File: src/rtl/regbus_pkg.sv
package regbus_pkg;
  typedef enum logic {
    SRC_LIVE   = 1'b0,
    SRC_STORED = 1'b1
  } src_e;

  typedef enum logic {
    DIR_TO_A = 1'b0,
    DIR_TO_B = 1'b1
  } dir_e;
endpackage

File: src/rtl/regbus_store.sv
// Storage register loaded on a sampled rising edge of its strobe.
module regbus_store #(
  parameter int unsigned W = 8
) (
  input  logic         clk_i,
  input  logic         rst_ni,
  input  logic         cap_i,
  input  logic [W-1:0] d_i,
  output logic [W-1:0] q_o
);
  logic cap_q;
  logic load;

  assign load = cap_i & ~cap_q;

  always_ff @(posedge clk_i or negedge rst_ni) begin
    if (!rst_ni) begin
      cap_q <= 1'b0;
      q_o   <= '0;
    end else begin
      cap_q <= cap_i;
      if (load) q_o <= d_i;
    end
  end
endmodule

File: src/rtl/regbus_path.sv
// One direction's output: the source select is registered so the mux only switches at a clock edge.
module regbus_path #(
  parameter int unsigned W = 8
) (
  input  logic         clk_i,
  input  logic         rst_ni,
  input  logic         sel_i,
  input  logic         en_i,
  input  logic [W-1:0] live_i,
  input  logic [W-1:0] stored_i,
  output logic [W-1:0] q_o,
  output logic [W-1:0] oe_o
);
  import regbus_pkg::*;

  src_e src_q;

  always_ff @(posedge clk_i or negedge rst_ni) begin
    if (!rst_ni) src_q <= SRC_LIVE;
    else         src_q <= src_e'(sel_i);
  end

  always_comb begin
    q_o = '0;
    if (en_i) q_o = (src_q == SRC_STORED) ? stored_i : live_i;
  end

  assign oe_o = {W{en_i}};
endmodule

File: src/rtl/regbus_lane.sv
module regbus_lane #(
  parameter int unsigned W = 8
) (
  input  logic         clk_i,
  input  logic         rst_ni,
  input  logic         oe_ni,
  input  logic         dir_i,
  input  logic         sel_ab_i,
  input  logic         sel_ba_i,
  input  logic         cap_ab_i,
  input  logic         cap_ba_i,
  input  logic [W-1:0] a_i,
  input  logic [W-1:0] b_i,
  output logic [W-1:0] a_o,
  output logic [W-1:0] a_oe_o,
  output logic [W-1:0] b_o,
  output logic [W-1:0] b_oe_o
);
  import regbus_pkg::*;

  logic [W-1:0] reg_a;
  logic [W-1:0] reg_b;
  logic         drive_a;
  logic         drive_b;

  // reset gates the enables so nothing drives while it is held
  assign drive_b = rst_ni & ~oe_ni & (dir_e'(dir_i) == DIR_TO_B);
  assign drive_a = rst_ni & ~oe_ni & (dir_e'(dir_i) == DIR_TO_A);

  regbus_store #(.W(W)) u_store_a (
    .clk_i (clk_i),
    .rst_ni(rst_ni),
    .cap_i (cap_ab_i),
    .d_i   (a_i),
    .q_o   (reg_a)
  );

  regbus_store #(.W(W)) u_store_b (
    .clk_i (clk_i),
    .rst_ni(rst_ni),
    .cap_i (cap_ba_i),
    .d_i   (b_i),
    .q_o   (reg_b)
  );

  regbus_path #(.W(W)) u_path_ab (
    .clk_i   (clk_i),
    .rst_ni  (rst_ni),
    .sel_i   (sel_ab_i),
    .en_i    (drive_b),
    .live_i  (a_i),
    .stored_i(reg_a),
    .q_o     (b_o),
    .oe_o    (b_oe_o)
  );

  regbus_path #(.W(W)) u_path_ba (
    .clk_i   (clk_i),
    .rst_ni  (rst_ni),
    .sel_i   (sel_ba_i),
    .en_i    (drive_a),
    .live_i  (b_i),
    .stored_i(reg_b),
    .q_o     (a_o),
    .oe_o    (a_oe_o)
  );
endmodule

File: src/rtl/regbus_xcvr.sv
module regbus_xcvr #(
  parameter int unsigned LANE_W  = 8,
  parameter int unsigned N_LANES = 2,
  localparam int unsigned DW     = LANE_W * N_LANES
) (
  input  logic               clk_i,
  input  logic               rst_ni,
  input  logic [N_LANES-1:0] oe_ni,
  input  logic [N_LANES-1:0] dir_i,
  input  logic [N_LANES-1:0] sel_ab_i,
  input  logic [N_LANES-1:0] sel_ba_i,
  input  logic [N_LANES-1:0] cap_ab_i,
  input  logic [N_LANES-1:0] cap_ba_i,
  input  logic [DW-1:0]      a_i,
  output logic [DW-1:0]      a_o,
  output logic [DW-1:0]      a_oe_o,
  input  logic [DW-1:0]      b_i,
  output logic [DW-1:0]      b_o,
  output logic [DW-1:0]      b_oe_o
);
  for (genvar l = 0; l < N_LANES; l++) begin : g_lane
    regbus_lane #(.W(LANE_W)) u_lane (
      .clk_i   (clk_i),
      .rst_ni  (rst_ni),
      .oe_ni   (oe_ni[l]),
      .dir_i   (dir_i[l]),
      .sel_ab_i(sel_ab_i[l]),
      .sel_ba_i(sel_ba_i[l]),
      .cap_ab_i(cap_ab_i[l]),
      .cap_ba_i(cap_ba_i[l]),
      .a_i     (a_i[l*LANE_W +: LANE_W]),
      .b_i     (b_i[l*LANE_W +: LANE_W]),
      .a_o     (a_o[l*LANE_W +: LANE_W]),
      .a_oe_o  (a_oe_o[l*LANE_W +: LANE_W]),
      .b_o     (b_o[l*LANE_W +: LANE_W]),
      .b_oe_o  (b_oe_o[l*LANE_W +: LANE_W])
    );
  end
endmodule

File: config.mk
export PLATFORM = sky130hd
export DESIGN_NAME = regbus_xcvr
export DESIGN_NICKNAME = d
export VERILOG_FILES = /design/src/rtl/regbus_pkg.sv /design/src/rtl/regbus_store.sv /design/src/rtl/regbus_path.sv /design/src/rtl/regbus_lane.sv /design/src/rtl/regbus_xcvr.sv
export SDC_FILE = /design/constraint.sdc
export NUM_CORES = 1
export LEC_CHECK = 0
export ABC_AREA = 1
export BUFFER_PORTS_ARGS = -buffer_cell sky130_fd_sc_hd__buf_2
export CAP_MARGIN = 30
export CORE_AREA = 5 5 75 77
export CTS_CLUSTER_DIAMETER = 80
export DETAILED_ROUTE_END_ITERATION = 10
export DIE_AREA = 0 0 80 82
export PLACE_DENSITY = 0.89
export SLEW_MARGIN = 40
export SYNTH_ARGS = -nofsm -noshare
export SYNTH_HDL_FRONTEND = slang
export SYNTH_SLANG_ARGS = --single-unit
File: constraint.sdc
create_clock -name clk_i -period 2.1 [get_ports clk_i]
set_clock_uncertainty 0.1 [all_clocks]
set_input_delay 0.105 -clock clk_i [delete_from_list [all_inputs] [get_ports clk_i]]
set_output_delay 0.105 -clock clk_i [all_outputs]
set_load 0.05 [all_outputs]
Word level (Yosys, flattened, before mapping)
Cells that the tools add are included.
{"block": "classes", "muxes": 8, "bitwise_logic": 18}
{"op": "$mux W8", "n": 8}
{"op": "$and A1 B1 Y1", "n": 10}
{"op": "$not A1 Y1", "n": 8}
{"block": "totals", "ff_bits": 40, "in_bits": 46, "elab_cells": 38}

Depth between registers and ports, before layout
Gate-level depths: netlist (run 1).
{"block": "depth", "ltp_word": 4, "ltp_mapped": 6}

By module
Synthesis (run 1) repeated with hierarchy kept, for this count alone.
{"block": "unflattened", "cells_unflattened": 362, "area_unflattened_um2": 2570.0}
{"mod": "regbus_store", "n_inst": 4, "cells_per_inst": 36, "area_each_um2": 351.6, "seq_area_each_um2": 225.2}
{"mod": "regbus_path", "n_inst": 4, "cells_per_inst": 52, "area_each_um2": 281.5, "seq_area_each_um2": 25.0}
{"mod": "regbus_lane", "n_inst": 2, "cells_per_inst": 5, "area_each_um2": 18.8, "seq_area_each_um2": 0.0}

Worst setup path before layout (run 1)
No wires, ideal clock.
{"block": "synth_timing", "kind": "register -> output", "start": "register g_lane[0].u_lane.u_path_ab.src_q", "end": "output port b_o[0]", "arrival_time_ns": 1.407, "required_time_ns": 1.895, "slack_ns": 0.488, "path_stages_with_launch": 5, "n_path_buf": 1, "cell_sequence": "dfrtp_1 > buf_2 > inv_2 > nand2_1 > a21oi_1"}
{"block": "synth_via", "elab_chain_len": 2}
{"item": "from (decl)", "line": "regbus_path.sv:16", "source": "src_e src_q;"}
{"item": "from (signal assigned)", "line": "regbus_path.sv:20", "source": "else src_q <= src_e'(sel_i);"}
{"item": "$mux W8 (2 in series)", "line": "regbus_path.sv:25", "source": "if (en_i) q_o = (src_q == SRC_STORED) ? stored_i : live_i;"}
{"item": "to (decl)", "line": "regbus_xcvr.sv:18", "source": "output logic [DW-1:0] b_o,"}
No other way between the ends.

Worst setup path in the final report (run 1)
{"block": "layout_timing", "start": "input port rst_ni", "end": "output port a_oe_o[1]"}
{"block": "layout_via", "elab_chain_len": 2}
{"item": "from (decl)", "line": "regbus_xcvr.sv:7", "source": "input logic rst_ni,"}
{"item": "$and A1 B1 Y1 (2 in series)", "line": "regbus_lane.sv:28", "source": "assign drive_a = rst_ni & ~oe_ni & (dir_e'(dir_i) == DIR_TO_A);"}
{"item": "to (decl)", "line": "regbus_xcvr.sv:16", "source": "output logic [DW-1:0] a_oe_o,"}
No other way between the ends.

==> results of run 1 <==
layer usage:
layer	GRT usage	vias to the layer above	routed length (microns)	share of wire
met4	0.06419	0	42	0.0070
met2	0.3742	87	3254	0.54
met3	0.03070	4	382	0.064
li1	-	1169	-	-
met1	0.2001	1032	2292	0.38
met5	0	-	0	0
per-stage QoR:
step | hold slack (ns) | worst slack [ns]
5_1_grt | 0.009991 | 0.1929
3_5_place_dp | 0.1147 | 0.7136
2_1_floorplan | -0.2906 | 0.4884
6_report | 0.003219 | 0.2956
4_1_cts | 0.0002810 | 0.3173
3_3_place_gp | 0.1139 | 0.7569
cell families after synthesis:
kind of cell | after synthesis | share of synthesized area
AOI/OAI and AO/OA | 32 | 0.06859
buffers and inverters | 88 | 0.2090
DFF | 40 | 0.4287
and+or+nand+nor | 168 | 0.2937
final cells by class:
type | instances | area [sq um]
multi-input cells | 200 | 845.8
well taps | 70 | 87.58
flip-flops and latches | 40 | 1001
fillers | 435 | 1821
inverters | 46 | 172.7
repair buffers | 144 | 890.9
clock buffers | 7 | 96.34
clock inverters | 1 | 30.03
power by group through the flow:
stage	logic, mW	clock network [mW]	registers, mW
final	0.500	0.686	0.912
after CTS	0.500	0.703	0.910
after global routing	0.556	0.729	0.922
after global placement	0.440	0	0.919
after floorplan	0.372	0	0.901
after detailed placement	0.452	0	0.925
layout by cell type, fill, tap and decap left out, drive strengths merged:
cell         netlist  layout
buf               42     111
nand2            100     100
nor2              48      48
inv               44      44
dfrtp             40      40
dlygate4sd3        0      33
nand3             20      20
a21oi             16      16
o21ai             16      16
clkbuf             0       7
clkinv             2       2
bufinv             0       1
registers in the layout (all words and copies together), names as in the netlist:
name,cells
g_lane.u_lane.u_store_a.q_o,16
g_lane.u_lane.u_store_b.q_o,16
g_lane.u_lane.u_path_ab.src_q,2
g_lane.u_lane.u_path_ba.src_q,2
g_lane.u_lane.u_store_a.cap_q,2
g_lane.u_lane.u_store_b.cap_q,2
worst max-delay path: stages:
cell,delay (ns)
dlygate4sd3_1,0.53
buf_2,0.20
nand3_2,0.24
inv_1,0.22
buf_2,0.30
what timing repair did:
item,CTS,global route
gates resized for setup,0,0
endpoints found under the hold margin,72,0
hold buffers,33,0
worst min path at each step:
stage,from,to,slack [ns],depth (start not counted)
after floorplan,rst_ni,g_lane[0].u_lane.u_path_ab.src_q,-0.29,0
after global placement,sel_ba_i[1],g_lane[1].u_lane.u_path_ba.src_q,0.11,1
after detailed placement,sel_ba_i[0],g_lane[0].u_lane.u_path_ba.src_q,0.11,1
after CTS,b_i[9],g_lane[1].u_lane.u_store_b.q_o[1],0.0003,3
after global routing,b_i[9],g_lane[1].u_lane.u_store_b.q_o[1],0.01,3
final,b_i[9],g_lane[1].u_lane.u_store_b.q_o[1],0.003,3
==> impl_results.md, run 1 <==
* Status: completed
* Register area share after synthesis at 0.4287
* Average size of a mapped cell at 7.118 sq um
* Core Box Area at a little under 5000 sq um
* P_sw at 0.6532 mW
* # setup viols final at 0
* Die area at 6560 sq um
* Reg power frac at 0.435
* Final slew viol count at 0
* Synthesized net count at around 370
* R2r setup slk at between 1 and 1.5 ns
* First drt pass iteration count at 4
* Area growth, synth to finish at 33.82%
* RePlAce Congestion at roughly 0.79
* Crit Path Class: in -> out
* DRC Markers at 0
* Top Ports at 110
* Gr usage total at 0.1888
* Synth Instances at 328
* Total grt overflow at 0
* Switch share at 0.3114
* Post-route insts no fill at 508
* Fin crit share at 0.8592
* Setup crit end: a_oe_o[1]
* Largest cells by area after synthesis: dfrtp_1 (43%), nand2_1 (15%), buf_4 (10%), nor2_1 (7.7%), inv_1 (6.8%)
* Crit Reg-Reg Endpoint: g_lane[0].u_lane.u_store_a.q_o[0]
* Critical Path AT at roughly 1.6 ns
* Post-CTS setup buffer count at 0
* Synthesized flop and latch total at 40
* CP max FO at 9
* Util after Layout at 0.6318
* Cell taking the most area after synthesis: dfrtp_1
* Unrepaired setup endpoints after global routing: no
* Startpoint Class: input pin
* Layout cells sized above 1 at 0.2945
* TritonCTS clock tree: yes
* Clk pwr share at 0.327
* Min Clock Period, post-route at 1.804 ns
* H-tree depth at 2
* Final TNS setup at 0 ns
* Ys async rst share at 1.000
* CP required at 1.89 ns
* Routed WL per cell at ~12 microns
* Top_reg_cell synth: dfrtp_1
* Commonest cells post-synth: nand2_1 (96), nor2_1 (48), inv_1 (42)
* Vias in the first global route at 2326
* Overall power at 2.098 mW
* Int Pwr at 1.445 mW
* Synth unique cells at 15
* Buffers added on ports at approximately 110
* Post-DR vias/cell at 4.512
* Maximum VDD drop at 450.9 uV
* Placed cell areas at roughly 2700 sq um
* Fin nets at 483
* Worst-Skew Late Latency at approximately 0.28 ns
* Post-DP HPWL at around 4000 microns
* Slew margin rel. at 0.6925
* Final ANT Viol Nets at 0
* Die height at 82 microns
* EDFF count, synth at 0
* Finished Cell Area at approximately 3100 sq um
* Clock sink count at 40
* Final Hold Fails at 0
* Leakage at 1.920 nW
* Power Density at about 670 nW/um^2
* Slew @ Worst Pin at about 0.46 ns
* Achievable Freq at 0.5542 GHz
* Initial antenna violation count at 0
* Largest net degree at the start of global routing at 21
* Vias at approximately 2300
* Number of DRC markers in iteration 0 at 88
* Yosys Warn Count at 0
* First-pass GRT wire length at 9942 microns
* Share of the synthesized area in the top cell type at 0.4287
* # Max-Cap Violations at 0
* # diodes at 0
* Root Driver: clkbuf_8
* FF-to-FF path depth at 4
* FP Rows at 26
* Mapped Area at 2335 sq um
* CP Capture Type: primary output
* Critical path origin: rst_ni
* Proportion of power drawn by combinational gates at 0.238
* Most common cell in the netlist: nand2_1
* Clock tree buffer depth at 2
* DRT Wirelength at 5972 microns
* CTS buffer count at 5
* CTS clk-pin slew, worst paths at 0.08 ns
* Post-Place Cells at 467
* Reg2reg start: g_lane[0].u_lane.u_store_a.cap_q
* Initial Utilization at 0.4722
* Die span in x at roughly 80 microns
* Hold Path Class: in -> reg
No activity file was read; power rests on OpenSTA's default activity.
==> run 2: changes to the inputs <==
Settings changed: ABC_AREA 1 to default, CORE_AREA 5 5 75 77 to 2 2 70 72, DIE_AREA 0 0 80 82 to 0 0 72 74, REMOVE_ABC_BUFFERS from default to 1.
==> run 2 against run 1 <==
Effect of this change:
- sequential power rose by 2%
- routed wire length fell by 18%
- largest power group unchanged
- global-route usage rose by 0.72 points
- largest cell class is now buffers
- final cell count fell by 28%
- first-iteration DRC count fell by 51%
- worst setup slack got worse by 0.13 ns
==> impl_results.md, run 2 <==
* Leakage at 1.656 nW
* Final slew viol count at 0
* Delay-heaviest family, CP: buffers and inverters
* CTS clk-pin slew, worst paths at about 0.070 ns
* Hold Path Class: in -> async
* Initial Utilization at 0.4707
* Leading cell type in the layout, fill and taps excluded: buf_2
* Mapped Area at roughly 2200 sq um
* Area growth, synth to finish at 40.58%
* Post-CTS setup buffer count at 0
* Critical Path AT at 1.73 ns
* CTS buffer count at 5
* # diodes at 0
* Post-Place Cells at roughly 320
* CP required at around 1.9 ns
* Largest net degree at the start of global routing at 18
* Worst hold-check slack at 0.3474 ns
* Die area at 5328 sq um
* DRT Wirelength at 4894 microns
* Core Box Area at 4598 sq um
* Power Density at 648.5 nW/um^2
* Ys async rst share at 1.000
* Maximum VDD drop at 435.3 uV
* # Max-Cap Violations at 0
* Cell taking the most area after synthesis: dfrtp_1
* Final Hold Fails at 0
* Top Ports at 110
* TritonCTS clock tree: yes
* Post-route insts no fill at 367
* Routed WL per cell at 13.34 microns
* Synth unique cells at 11
* EDFF count, synth at 0
* Root Driver: clkbuf_8
* Fin nets at roughly 360
* First-pass GRT wire length at 8211 microns
* Commonest cells post-synth: dfrtp_1 (40), buf_4 (32), mux2_2 (32), mux2i_1 (32), nor2_1 (32)
* Largest cells by area after synthesis: dfrtp_1 (46%), mux2_2 (17%), mux2i_1 (15%), buf_4 (11%), nor2_1 (5.5%)
* Placed cell areas at 2517 sq um
* Achievable Freq at 0.5158 GHz
* Gr usage total at 0.1959
* Share of the synthesized area in the top cell type at 0.4624
* Number of DRC markers in iteration 0 at 43
* Die height at approximately 74 microns
* Total grt overflow at 0
* Post-DP HPWL at 3416 microns
* Top_reg_cell synth: dfrtp_1
* Synth Instances at 190
* Startpoint Class: input pin
* Crit path cell chain: buf_2 > dlygate4sd3_1 > buf_4 > nand3b_1 > inv_1 > buf_2
* H-tree depth at 2
* # setup viols final at 0
* RePlAce Congestion at slightly below 0.8
* Register area share after synthesis at 0.4624
* Die span in x at 72 microns
* Min Clock Period, post-route at 1.939 ns
* Most frequent cells in the layout: buf_2 (110), dlygate4sd3_1 (43), dfrtp_1 (40)
* Layout cells sized above 1 at 0.4856
* Final TNS setup at 0 ns
* DRC Markers at 0
* Vias at 1754
* Yosys Warn Count at 0
* Post-DR vias/cell at between 4 and 5
* Largest registers: g_lane.u_lane.u_store_a.q_o (16), g_lane.u_lane.u_store_b.q_o (16)
* Most common cell in the netlist: dfrtp_1
* Unrepaired setup endpoints after global routing: no
* Clock sink count at 40
* Final ANT Viol Nets at 0
* CP Capture Type: primary output
* Initial antenna violation count at 0
* Fin crit share at 0.9232
* Fillers at roughly 360
* FP Rows at 25
* Worst path most repeated cell: buf_2
* Status: completed
* CP peak stage delay at ~0.57 ns
* Synthesized flop and latch total at 40
* Slew margin rel. at 0.5567
* Finished Cell Area at around 3000 sq um
* CP max FO at 9
* Util after Layout at 0.6618
* Clock tree buffer depth at 2
* Vias in the first global route at 1882
* First drt pass iteration count at 4
* Post-place setup slack at 0.4980 ns
* Overall power at a little under 2 mW
* Average size of a mapped cell at ~11 sq um
* Setup WS post-layout at between 0.15 and 0.2 ns
* Worst-Skew Late Latency at 0.27 ns
* Slew @ Worst Pin at 0.6628 ns
* Buf/Inv on CP at 5
* Crit Path Class: in -> out
* Buffers added on ports at 109
* Slowest cell on the critical path: dlygate4sd3_1
run 2: final timing paths:
kind	endpoint	start	slack, ns	depth (start not counted)
worst max-delay path	b_oe_o[5]	rst_ni	0.16	6
worst min-delay path	g_lane[0].u_lane.u_store_b.q_o[7]	rst_ni	0.35	3
worst max register to register	g_lane[0].u_lane.u_store_b.q_o[2]	g_lane[0].u_lane.u_store_b.cap_q	0.85	2
worst min register to register	g_lane[1].u_lane.u_store_a.q_o[2]	g_lane[1].u_lane.u_store_a.q_o[2]	0.41	1
max in group asynchronous	g_lane[1].u_lane.u_store_a.q_o[1]	rst_ni	0.99	3
min in group clk_i	g_lane[0].u_lane.u_path_ab.src_q	sel_ab_i[0]	0.37	2
run 2: cell families after synthesis:
logic type,count (synthesis),share of synthesized area
buffers and inverters,46,0.1410
AND/OR/NAND/NOR,40,0.08209
flip-flops,40,0.4624
multiplexers,64,0.3145
run 2: area by class of cell:
type	count	area, sq um	share of cell area
clock buffer	8	90.09	0.02961
inverter	4	15.01	0.004934
multi-input combinational	104	858.3	0.2821
sequential	40	1001	0.3289
tap	54	67.56	0.02220
timing repair buffer	157	1011	0.3322
run 2: timing repair:
item / CTS / global route
hold buffers: 43 / 1
endpoints found under the hold margin: 80 / 17
resized for setup: 0 / 0
run 2: report_power, final:
part / internal, mW / switching (mW) / total [mW]
clock network: 0.268 / 0.234 / 0.502
registers: 0.868 / 0.0621 / 0.930
logic: 0.241 / 0.301 / 0.541
total: 1.38 / 0.597 / 1.97
run 2: per-layer routing:
metal	wire, microns	global-route usage	vias up
li1	-	-	840
met1	1830	0.2114	838
met2	2739	0.3961	74
met3	290	0.02575	2
met4	34	0.05870	0
met5	0	0	-
run 2: tightest hold or removal path: cells and delay by family:
| kind | cells | cell delay (ns) |
|---|---|---|
| buf+inv | 3 | 1.04 |
==> run 3: changes to the inputs <==
Settings changed: CORE_AREA 2 2 70 72 to 2 2 72 74, DIE_AREA 0 0 72 74 to 0 0 74 76, PLACE_DENSITY 0.89 to 0.85.
Clock period 2.1 ns to 2 ns, I/O delays scaled along.
==> run 3 against run 2 <==
Effect of this change:
- die area up 5.6%
- global-route usage shrank 1.3 points
- final cell count rose by 4.4%
- worst setup slack improved by 0.079 ns
- total power is 4.2% higher
- critical endpoint is now b_o[2]
- sequential cell count stayed put
- sequential share of layout area is 0.19 points lower
- combinational power up 4.8%
- sequential power up 4.6%
- non-clock buffer count is the same
==> impl_results.md, run 3 (synthesized netlist as in run 2, its figures left out) <==
* Initial Utilization at 0.4407
* P_sw at 0.6505 mW
* CP Capture Type: primary output
* Initial antenna violation count at 0
* Final ANT Viol Nets at 0
* Leading cell type in the layout, fill and taps excluded: buf_2
* Die height at 76 microns
* Routed WL per cell at roughly 13 microns
* Gr usage total at 0.1834
* Area growth, synth to finish at 41.39%
* Startpoint Class: register
* Post-DP HPWL at 3174 microns
* Fillers at between 300 and 400
* H-tree depth at 2
* Slew @ Worst Pin at 0.5332 ns
* Worst-Skew Late Latency at 0.29 ns
* First-pass GRT wire length at 7976 microns
* CTS buffer count at 5
* Maximum VDD drop at 491.1 uV
* Buffers added on ports at 109
* Core Box Area at approximately 4900 sq um
* Leakage at 1.659 nW
* Top Ports at between 100 and 150
* CP max FO at 8
* Power Density at 672.0 nW/um^2
* Clock sink count at 40
* Die span in x at 74 microns
* Unrepaired setup endpoints after global routing: no
* Layout cells sized above 1 at 0.4920
* Number of DRC markers in iteration 0 at 46
* DRC Markers at 0
* Vias in the first global route at 1798
* Total grt overflow at 0
* Largest net degree at the start of global routing at 21
* Most frequent cells in the layout: buf_2 (110), dlygate4sd3_1 (43), dfrtp_1 (40)
* Die area at between 5000 and 6000 sq um
* Fin nets at 358
* Final Hold Fails at 0
* Proportion of power drawn by combinational gates at 0.276
* Crit Reg-Reg Endpoint: g_lane[0].u_lane.u_store_b.q_o[5]
* Reg2reg start: g_lane[0].u_lane.u_store_b.cap_q
* Post-place setup slack at 0.3681 ns
* Status: completed
* CTS clk-pin slew, worst paths at 0.08 ns
* Final TNS setup at 0 ns
* Hold Path Class: in -> async
* Vias at 1740
* Largest registers: g_lane.u_lane.u_store_a.q_o (16), g_lane.u_lane.u_store_b.q_o (16)
* Slew margin rel. at 0.6433
* Clock tree buffer depth at 2
* Min Clock Period, post-route at 1.759 ns
* Placed cell areas at 2537 sq um
* TritonCTS clock tree: yes
* Int Pwr at 1.406 mW
* Util after Layout at 0.6230
* Finished Cell Area at 3060 sq um
* Reg power frac at 0.473
* First drt pass iteration count at 4
* Switch share at 0.3163
* Clk pwr share at 0.251
* Post-DR vias/cell at 4.543
* # Max-Cap Violations at 0
* FP Rows at 26
* Fin crit share at 0.8797
* # setup viols final at 0
* Achievable Freq at about 0.57 GHz
* # diodes at 0
* Overall power at 2.057 mW
* FF-to-FF path depth at 2
* R2r setup slk at 0.73 ns
* Root Driver: clkbuf_8
* Crit Path Class: reg -> out
* Final slew viol count at 0
* DRT Wirelength at 5004 microns
* RePlAce Congestion at 0.7378
* CP required at 1.80 ns
* Setup WS post-layout at 0.2405 ns
* Critical Path AT at 1.56 ns
* Post-CTS resize count at 0
==> run 3: power groups by stage <==
stage / clock network (mW) / registers [mW] / logic [mW]
6_report: 0.516 / 0.973 / 0.567
5_1_grt: 0.576 / 0.986 / 0.608
4_1_cts: 0.542 / 0.972 / 0.565
3_5_place_dp: 0 / 0.989 / 0.500
3_3_place_gp: 0 / 0.982 / 0.493
2_1_floorplan: 0 / 0.972 / 0.358
==> run 3: what timing repair did <==
action / in CTS / in global routing
hold buffers: 43 / 1
endpoints found under the hold margin: 80 / 20
buffers inserted: 0 / 0
==> run 3: how the worst max path moves through the flow <==
stage | startpoint | end | slack, ns
2_1_floorplan | oe_ni[0] | a_oe_o[0] | -1.10
3_3_place_gp | rst_ni | b_oe_o[3] | 0.44
3_5_place_dp | rst_ni | b_oe_o[0] | 0.37
4_1_cts | g_lane[0].u_lane.u_path_ab.src_q | b_o[7] | 0.34
5_1_grt | g_lane[0].u_lane.u_path_ab.src_q | b_o[2] | 0.15
6_report | g_lane[0].u_lane.u_path_ab.src_q | b_o[2] | 0.24
==> run 3: per-layer routing <==
layer  wire [microns]  vias up  global-route usage
met5                0        -                   0
met4               33        0             0.04909
met3              300        4             0.04630
met2             2741       63              0.3491
met1             1928      831              0.1921
li1                 -      842                   -
==> run 3: layout make-up <==
class / count / area, sq um / share of cell area
timing repair buffer: 157 / 1011 / 0.3303
clock inverter: 3 / 18.77 / 0.006132
sequential: 40 / 1001 / 0.3271
multi-input combinational: 104 / 858.3 / 0.2805
inverter: 4 / 15.01 / 0.004906
clock buffer: 5 / 68.82 / 0.02249
tap: 70 / 87.58 / 0.02862
==> run 3: critical path: stages, from the launching register on <==
cell and delay [ns]:
dfrtp_1 0.62, mux2i_1 0.15, nor2_1 0.19, buf_2 0.31
==> run 3: per-stage QoR <==
stage | std cells | hold slack [ns]
2_1_floorplan | 148 | -0.2956
3_3_place_gp | 331 | -0.01372
3_5_place_dp | 331 | 0.002355
4_1_cts | 382 | 0.3389
5_1_grt | 383 | 0.3511
6_report | 383 | 0.3336
